`src/rtl/opnd_screen_pkg.sv`:
```
package opnd_screen_pkg;

    typedef enum logic [1:0] {
        SZ_HALF   = 2'd0,
        SZ_FULL   = 2'd1,
        SZ_DOUBLE = 2'd2,
        SZ_BYTE   = 2'd3
    } opnd_size_e;

    typedef enum logic [2:0] {
        CAUSE_NONE    = 3'd0,
        CAUSE_REGPAIR = 3'd1,
        CAUSE_ALIGN   = 3'd2,
        CAUSE_RANGE   = 3'd3,
        CAUSE_PROTECT = 3'd4
    } err_cause_e;

    typedef enum logic [1:0] {
        ACT_NONE      = 2'd0,
        ACT_SUPPRESS  = 2'd1,
        ACT_TERMINATE = 2'd2
    } err_action_e;

    typedef struct packed {
        logic pair_odd;
        logic misalign;
        logic beyond;
        logic key_fault;
    } fault_flags_t;

    typedef struct packed {
        err_cause_e  cause;
        err_action_e action;
    } screen_result_t;

    function automatic logic [3:0] size_bytes(opnd_size_e sz);
        case (sz)
            SZ_HALF:   size_bytes = 4'd2;
            SZ_FULL:   size_bytes = 4'd4;
            SZ_DOUBLE: size_bytes = 4'd8;
            default:   size_bytes = 4'd1;
        endcase
    endfunction

    function automatic logic [2:0] align_mask(opnd_size_e sz);
        case (sz)
            SZ_HALF:   align_mask = 3'b001;
            SZ_FULL:   align_mask = 3'b011;
            SZ_DOUBLE: align_mask = 3'b111;
            default:   align_mask = 3'b000;
        endcase
    endfunction

    // Fixed priority: register pair, alignment, range, protection.
    function automatic screen_result_t resolve(fault_flags_t f, logic stm);
        screen_result_t r;
        if (f.pair_odd) begin
            r.cause  = CAUSE_REGPAIR;
            r.action = ACT_SUPPRESS;
        end else if (f.misalign) begin
            r.cause  = CAUSE_ALIGN;
            r.action = ACT_SUPPRESS;
        end else if (f.beyond) begin
            r.cause  = CAUSE_RANGE;
            r.action = ACT_TERMINATE;
        end else if (f.key_fault) begin
            r.cause  = CAUSE_PROTECT;
            r.action = stm ? ACT_TERMINATE : ACT_SUPPRESS;
        end else begin
            r.cause  = CAUSE_NONE;
            r.action = ACT_NONE;
        end
        return r;
    endfunction

endpackage

```
`src/rtl/opnd_align_chk.sv`:
```
module opnd_align_chk
    import opnd_screen_pkg::*;
#(
    parameter int ADDR_W = 24,
    parameter int REG_W  = 4
) (
    input  logic [ADDR_W-1:0] addr,
    input  opnd_size_e        size,
    input  logic              pair_op,
    input  logic [REG_W-1:0]  reg_num,
    output logic              misalign,
    output logic              pair_odd
);
    localparam logic [REG_W-1:0] ODD_BIT = {{(REG_W-1){1'b0}}, 1'b1};

    logic [2:0] low_bits;

    always_comb begin
        low_bits = addr[2:0] & align_mask(size);
        misalign = (low_bits != 3'b000);
        pair_odd = pair_op && ((reg_num & ODD_BIT) != '0);
    end

    always_comb begin
        if (size == SZ_BYTE) begin
            assert_byte_aligned_R1: assert (!misalign);
        end
    end
endmodule

```
`src/rtl/opnd_range_chk.sv`:
```
module opnd_range_chk
    import opnd_screen_pkg::*;
#(
    parameter int ADDR_W = 24
) (
    input  logic [ADDR_W-1:0] addr,
    input  opnd_size_e        size,
    input  logic [ADDR_W:0]   mem_bytes,
    output logic              beyond
);
    localparam int SPAN_W = ADDR_W + 1;

    logic [ADDR_W:0] last_byte;

    always_comb begin
        last_byte = {1'b0, addr} + SPAN_W'(size_bytes(size)) - SPAN_W'(1);
        beyond    = (last_byte >= mem_bytes);
    end

    always_comb begin
        if (mem_bytes == '0) begin
            assert_empty_mem_R5: assert (beyond);
        end
    end
endmodule

```
`src/rtl/opnd_key_chk.sv`:
```
module opnd_key_chk #(
    parameter int KEY_W = 4
) (
    input  logic             prot_en,
    input  logic [KEY_W-1:0] stor_key,
    input  logic [KEY_W-1:0] prot_key,
    output logic             key_fault
);
    logic master;

    always_comb begin
        master    = (prot_key == '0);
        key_fault = prot_en && !master && (prot_key != stor_key);
    end

    always_comb begin
        if (!prot_en) begin
            assert_prot_off_R7: assert (!key_fault);
        end
    end
endmodule

```
`src/rtl/opnd_addr_screen.sv`:
```
module opnd_addr_screen
    import opnd_screen_pkg::*;
#(
    parameter int ADDR_W = 24,
    parameter int REG_W  = 4,
    parameter int KEY_W  = 4
) (
    input  logic              clk,
    input  logic              rst,
    input  logic              chk_valid,
    input  logic [ADDR_W-1:0] eff_addr,
    input  logic [1:0]        opnd_size,
    input  logic              pair_op,
    input  logic [REG_W-1:0]  reg_num,
    input  logic [ADDR_W:0]   mem_bytes,
    input  logic [KEY_W-1:0]  stor_key,
    input  logic [KEY_W-1:0]  prot_key,
    input  logic              prot_en,
    input  logic              is_stm,
    output logic              err_valid,
    output logic              err_req,
    output logic [2:0]        err_cause,
    output logic [1:0]        err_action
);
    opnd_size_e     size_sel;
    fault_flags_t   flags;
    screen_result_t res_d;
    screen_result_t res_q;
    logic           valid_q;

    assign size_sel = opnd_size_e'(opnd_size);

    opnd_align_chk #(.ADDR_W(ADDR_W), .REG_W(REG_W)) u_align (
        .addr     (eff_addr),
        .size     (size_sel),
        .pair_op  (pair_op),
        .reg_num  (reg_num),
        .misalign (flags.misalign),
        .pair_odd (flags.pair_odd)
    );

    opnd_range_chk #(.ADDR_W(ADDR_W)) u_range (
        .addr      (eff_addr),
        .size      (size_sel),
        .mem_bytes (mem_bytes),
        .beyond    (flags.beyond)
    );

    opnd_key_chk #(.KEY_W(KEY_W)) u_key (
        .prot_en   (prot_en),
        .stor_key  (stor_key),
        .prot_key  (prot_key),
        .key_fault (flags.key_fault)
    );

    always_comb begin
        res_d = resolve(flags, is_stm);
        if (!chk_valid) begin
            res_d.cause  = CAUSE_NONE;
            res_d.action = ACT_NONE;
        end
    end

    always_ff @(posedge clk) begin
        if (rst) begin
            valid_q      <= 1'b0;
            res_q.cause  <= CAUSE_NONE;
            res_q.action <= ACT_NONE;
        end else begin
            valid_q <= chk_valid;
            res_q   <= res_d;
        end
    end

    assign err_valid  = valid_q;
    assign err_cause  = res_q.cause;
    assign err_action = res_q.action;
    assign err_req    = valid_q && (res_q.cause != CAUSE_NONE);

    assert_valid_follows_R10: assert property (@(posedge clk) disable iff (rst)
        chk_valid |=> err_valid);

    assert_idle_quiet_R10: assert property (@(posedge clk) disable iff (rst)
        !err_req |-> (err_cause == 3'd0 && err_action == 2'd0));

    assert_pair_first_R4: assert property (@(posedge clk) disable iff (rst)
        (chk_valid && pair_op && reg_num[0]) |=>
        (err_req && err_cause == 3'd1 && err_action == 2'd1));

    assert_range_term_R5: assert property (@(posedge clk) disable iff (rst)
        (err_cause == 3'd3) |-> (err_action == 2'd2));

    assert_master_key_R8: assert property (@(posedge clk) disable iff (rst)
        (chk_valid && prot_key == '0) |=> (err_cause != 3'd4));

    assert_stm_term_R6: assert property (@(posedge clk) disable iff (rst)
        (chk_valid && is_stm) |=> (err_cause != 3'd4 || err_action == 2'd2));
endmodule

```
`config.mk`:
```
export PLATFORM = sky130hd
export DESIGN_NAME = opnd_addr_screen
export DESIGN_NICKNAME = d
export VERILOG_FILES = /design/src/rtl/opnd_screen_pkg.sv /design/src/rtl/opnd_align_chk.sv /design/src/rtl/opnd_range_chk.sv /design/src/rtl/opnd_key_chk.sv /design/src/rtl/opnd_addr_screen.sv
export SDC_FILE = /design/constraint.sdc
export NUM_CORES = 1
export LEC_CHECK = 0
export BUFFER_PORTS_ARGS = -buffer_cell sky130_fd_sc_hd__buf_2
export CORE_MARGIN = 2
export CORE_UTILIZATION = 48
export DETAILED_ROUTE_END_ITERATION = 7
export PLACE_DENSITY = 0.76
export SYNTH_ARGS = -nofsm -noshare
export SYNTH_HDL_FRONTEND = slang
export SYNTH_HIERARCHICAL = 1
export SYNTH_SLANG_ARGS = --single-unit
```
`constraint.sdc`:
```
create_clock -name clk -period 9.35 [get_ports clk]
set_input_delay 0 -clock clk [delete_from_list [all_inputs] [get_ports clk]]
set_output_delay 0 -clock clk [all_outputs]
set_load 0.03 [all_outputs]
```
==> metrics.cfg <==
[logic_synthesis]
synth.area.mux_share = 0.008172
synth_fa_ha_area_frac = 0.2840
yosysUniqueCellTypes = 56
synth_edf_count = 0
synthesis.nets = 465
synthSimpleGateAreaFrac = 0.1818
synth_top_family_by_area = adder cells
yosysWarnings = 6
syn_inst = 341
yosysSeqAreaShare = 0.04903
synth_flop_cell = dfxtp_1
ys_ff_latch = 6
synth_compound_gate_area_share = 0.2783
synth_area_um2 = 2450
synthArstFlopShare = 0
avgSynthCellArea_um2 = 7.184
synthXorXnorAreaFrac = 0.08223

[global_routing]
grtUsageMet2 = 0.3652
antenna_found_initial = 0
grtUsageMet3 = 0.007937
met1_usage = 0.2595
grt-busiest-layer = met2
grt-ovfl-total = 0
grt_pass1_vias = 2292
track_usage = 0.1970
grt_max_degree = 11
grt_first_pass_wirelength_um = 9135

[die]
initial_core_util = 0.4890
io_pins = 76
core-area_um2 = 5010
fp.dieW_um = 75.44
die_area_um2 = 5691
core.rowCount = 26
die_height_um = 75.44

[sta]
fin_crit_ns = 4.293
max_freq_mhz = 232.9
slew_violations = 0
setup_viol = 0
worstMarginPinSlew_ns = 0.4448
post-route-period-util = 0.4592
setup_tns_ns = 0
fin_hold_ws_ns = 0.07701
hold_viol_final = 0
slew_headroom = 0.7035
rsz0062_at_grt = no

[critical_path]
cp.required_ns = 9.49
worstPathMaxFanout = 6
cp-end-kind = flop
path_class = primary input to flop
cp_slowest_stage_delay_ns = 0.55
slowest_stage = or4_1
path_cells = buf_2 > or2_2 > ha_1 > inv_1 > ha_1 > inv_1 > fa_1 > and2b_1 > o2111ai_2 > a211oi_2 > o211ai_1 > a21oi_1 > nor4_2 > ha_1 > nand4_1 > or4_1 > o211ai_1 > or2b_1 > a21oi_1
cp.arrival_ns = 4.43
worst_setup_path_start_kind = primary input
path_common_cell = ha_1

[status]
status = finished, final reports clean

[power_and_ir_drop]
switching_share = 0.4454
share_seq_of_total_power = 0.106
p_sw_uw = 116.7
p_int_uw = 145.3
p_leak_nw = 1.680
clkPwrFrac = 0.143
powerDensity_nw_per_um2 = 90.30
comb_power_share = 0.751
vdd_drop_max_mv = 0.06665

[cells_and_area]
nets = 535
layout.cells.non_filler = 479
area_delta_synth_final_pct = 18.44
antenna_cells = 0
drive_above_1_share = 0.2200
utilization = 0.5792

[min_path]
hold_depth = 3
hp-class = primary input to flop
hp-start = is_stm
hold_end = err_action[0]

[clock_network]
clkSlewWorstSetupHoldPaths_ns = 0.03
cts_resized = 0
cts_root_buf = clkbuf_8
clockBufferDepth = 2
postCtsSetupRepairBufs = 0
hold_buffers = 0
cts_made_buffers = 3
cts_sinks = 6
tritoncts = done
htree_levels = 1

[detailed_routing]
drt-total-wl_um = 5529
drtPass1Iterations = 4
remaining_drc_errors = 0
vias_per_cell = 5.253
routedWlPerCell_um = 11.54
postRouteAntennaNets = 0
drt_iter0_drc = 90
num_vias = 2516

[place]
dp.cells = 476
hpwl_um = 4931
portBuffers = 72
gp_congestion = 0.9114

[flow_run]
maxCapViolations = 0

-- stage by stage --
step | power (mW) | cell area, um2 | setup WS [ns]
floorplan | 0.1765 | 2450 | 5.534
finish | 0.2620 | 2902 | 5.057
global route | 0.2950 | 2902 | 4.730
CTS | 0.2644 | 2902 | 5.054
detailed placement | 0.2251 | 2860 | 4.928
global placement | 0.2198 | 2860 | 4.925
-- cell usage in the layout, fill, tap and decap left out, drive strengths merged, types with 3 or more instances in the layout --
cell	instances
nand2	24
dfxtp	6
a21oi	32
nand4	8
o211ai	5
xnor2	18
a311oi	3
xor2	5
buf	72
and2	3
o21ai	11
a211oi	3
inv	66
a21o	20
clkbuf	3
ha	54
o21bai	3
a31oi	3
nor3	3
nand2b	5
nor2	22
nor4	3
nand3	5
-- cell usage after synthesis (2+ instances only) --
cell type | number | share of area
o21a_1 | 2 | 0.0061
o211ai_1 | 5 | 0.015
xor2_1 | 5 | 0.018
buf_2 | 3 | 0.0061
mux2i_1 | 2 | 0.0082
clkbuf_1 | 3 | 0.0046
a311oi_1 | 2 | 0.0072
ha_1 | 54 | 0.28
o21ai_1 | 6 | 0.012
o21ai_0 | 4 | 0.0082
a21o_1 | 20 | 0.061
inv_1 | 65 | 0.10
and3_1 | 2 | 0.0051
a31oi_1 | 3 | 0.0077
nand3_1 | 5 | 0.010
nand2b_1 | 5 | 0.013
a211oi_1 | 2 | 0.0061
nor2_1 | 22 | 0.034
a21oi_1 | 31 | 0.063
nand4_1 | 8 | 0.020
o41ai_2 | 2 | 0.013
nand2_1 | 24 | 0.037
o21bai_1 | 3 | 0.0092
nor3_1 | 3 | 0.0061
nor4_1 | 2 | 0.0051
xnor2_1 | 18 | 0.064
o211a_1 | 2 | 0.0082
and2_1 | 3 | 0.0077
nor2b_1 | 2 | 0.0051
and4_1 | 2 | 0.0072
dfxtp_1 | 6 | 0.049
-- layout make-up --
| type | count | area, um2 |
|---|---|---|
| Multi-Input combinational cell | 262 | 2044 |
| Clock buffer | 3 | 41.29 |
| Inverter | 66 | 247.7 |
| Fill cell | 522 | 2108 |
| Sequential cell | 6 | 120.1 |
| Timing Repair Buffer | 72 | 360.3 |
| Tap cell | 70 | 87.58 |
-- sequential cells by signal (all words and copies together) (netlist names) --
name        count
err_cause       3
err_action      2
err_valid       1
-- cells by family (layout without fill, tap and decap cells) --
family,count (synthesis),count (layout)
AOI/OAI and AO/OA,96,96
and+or+nand+nor,86,86
buffers and inverters,73,141
adders and majority gates,55,55
xor gates and xnor gates,23,23
DFF,6,6
muxes,2,2
-- power groups by stage --
| stage | clock (mW) | sequential (mW) | combinational [mW] |
|---|---|---|---|
| finish | 0.0375 | 0.0277 | 0.197 |
| floorplan | 0 | 0.0310 | 0.146 |
| detailed placement | 0 | 0.0281 | 0.197 |
| CTS | 0.0381 | 0.0277 | 0.199 |
| global placement | 0 | 0.0280 | 0.192 |
| global route | 0.0397 | 0.0279 | 0.227 |
-- critical path: cells and delay by family --
family | cells | cell delay (ns)
and+or+nand+nor | 6 | 1.63
AOI/OAI and AO/OA | 6 | 1.42
adders and majority gates | 4 | 1.14
buffers and inverters | 3 | 0.25
-- worst max path at each step --
stage,start,to,slack [ns],cells past startpoint
after detailed placement,opnd_size[0],err_cause[0],4.93,19
after global routing,opnd_size[0],err_cause[0],4.73,19
after global placement,opnd_size[0],err_cause[0],4.92,19
after floorplan,opnd_size[0],err_cause[0],5.53,18
after CTS,opnd_size[0],err_cause[0],5.05,19
final,opnd_size[0],err_cause[0],5.06,19
-- routing by layer --
metal	share of wire	vias to the layer above
met5	0	-
met2	0.48	54
met1	0.47	1130
met3	0.038	4
li1	-	1328
met4	0.0061	0
Note: power is estimated with default switching activity, not from simulation.
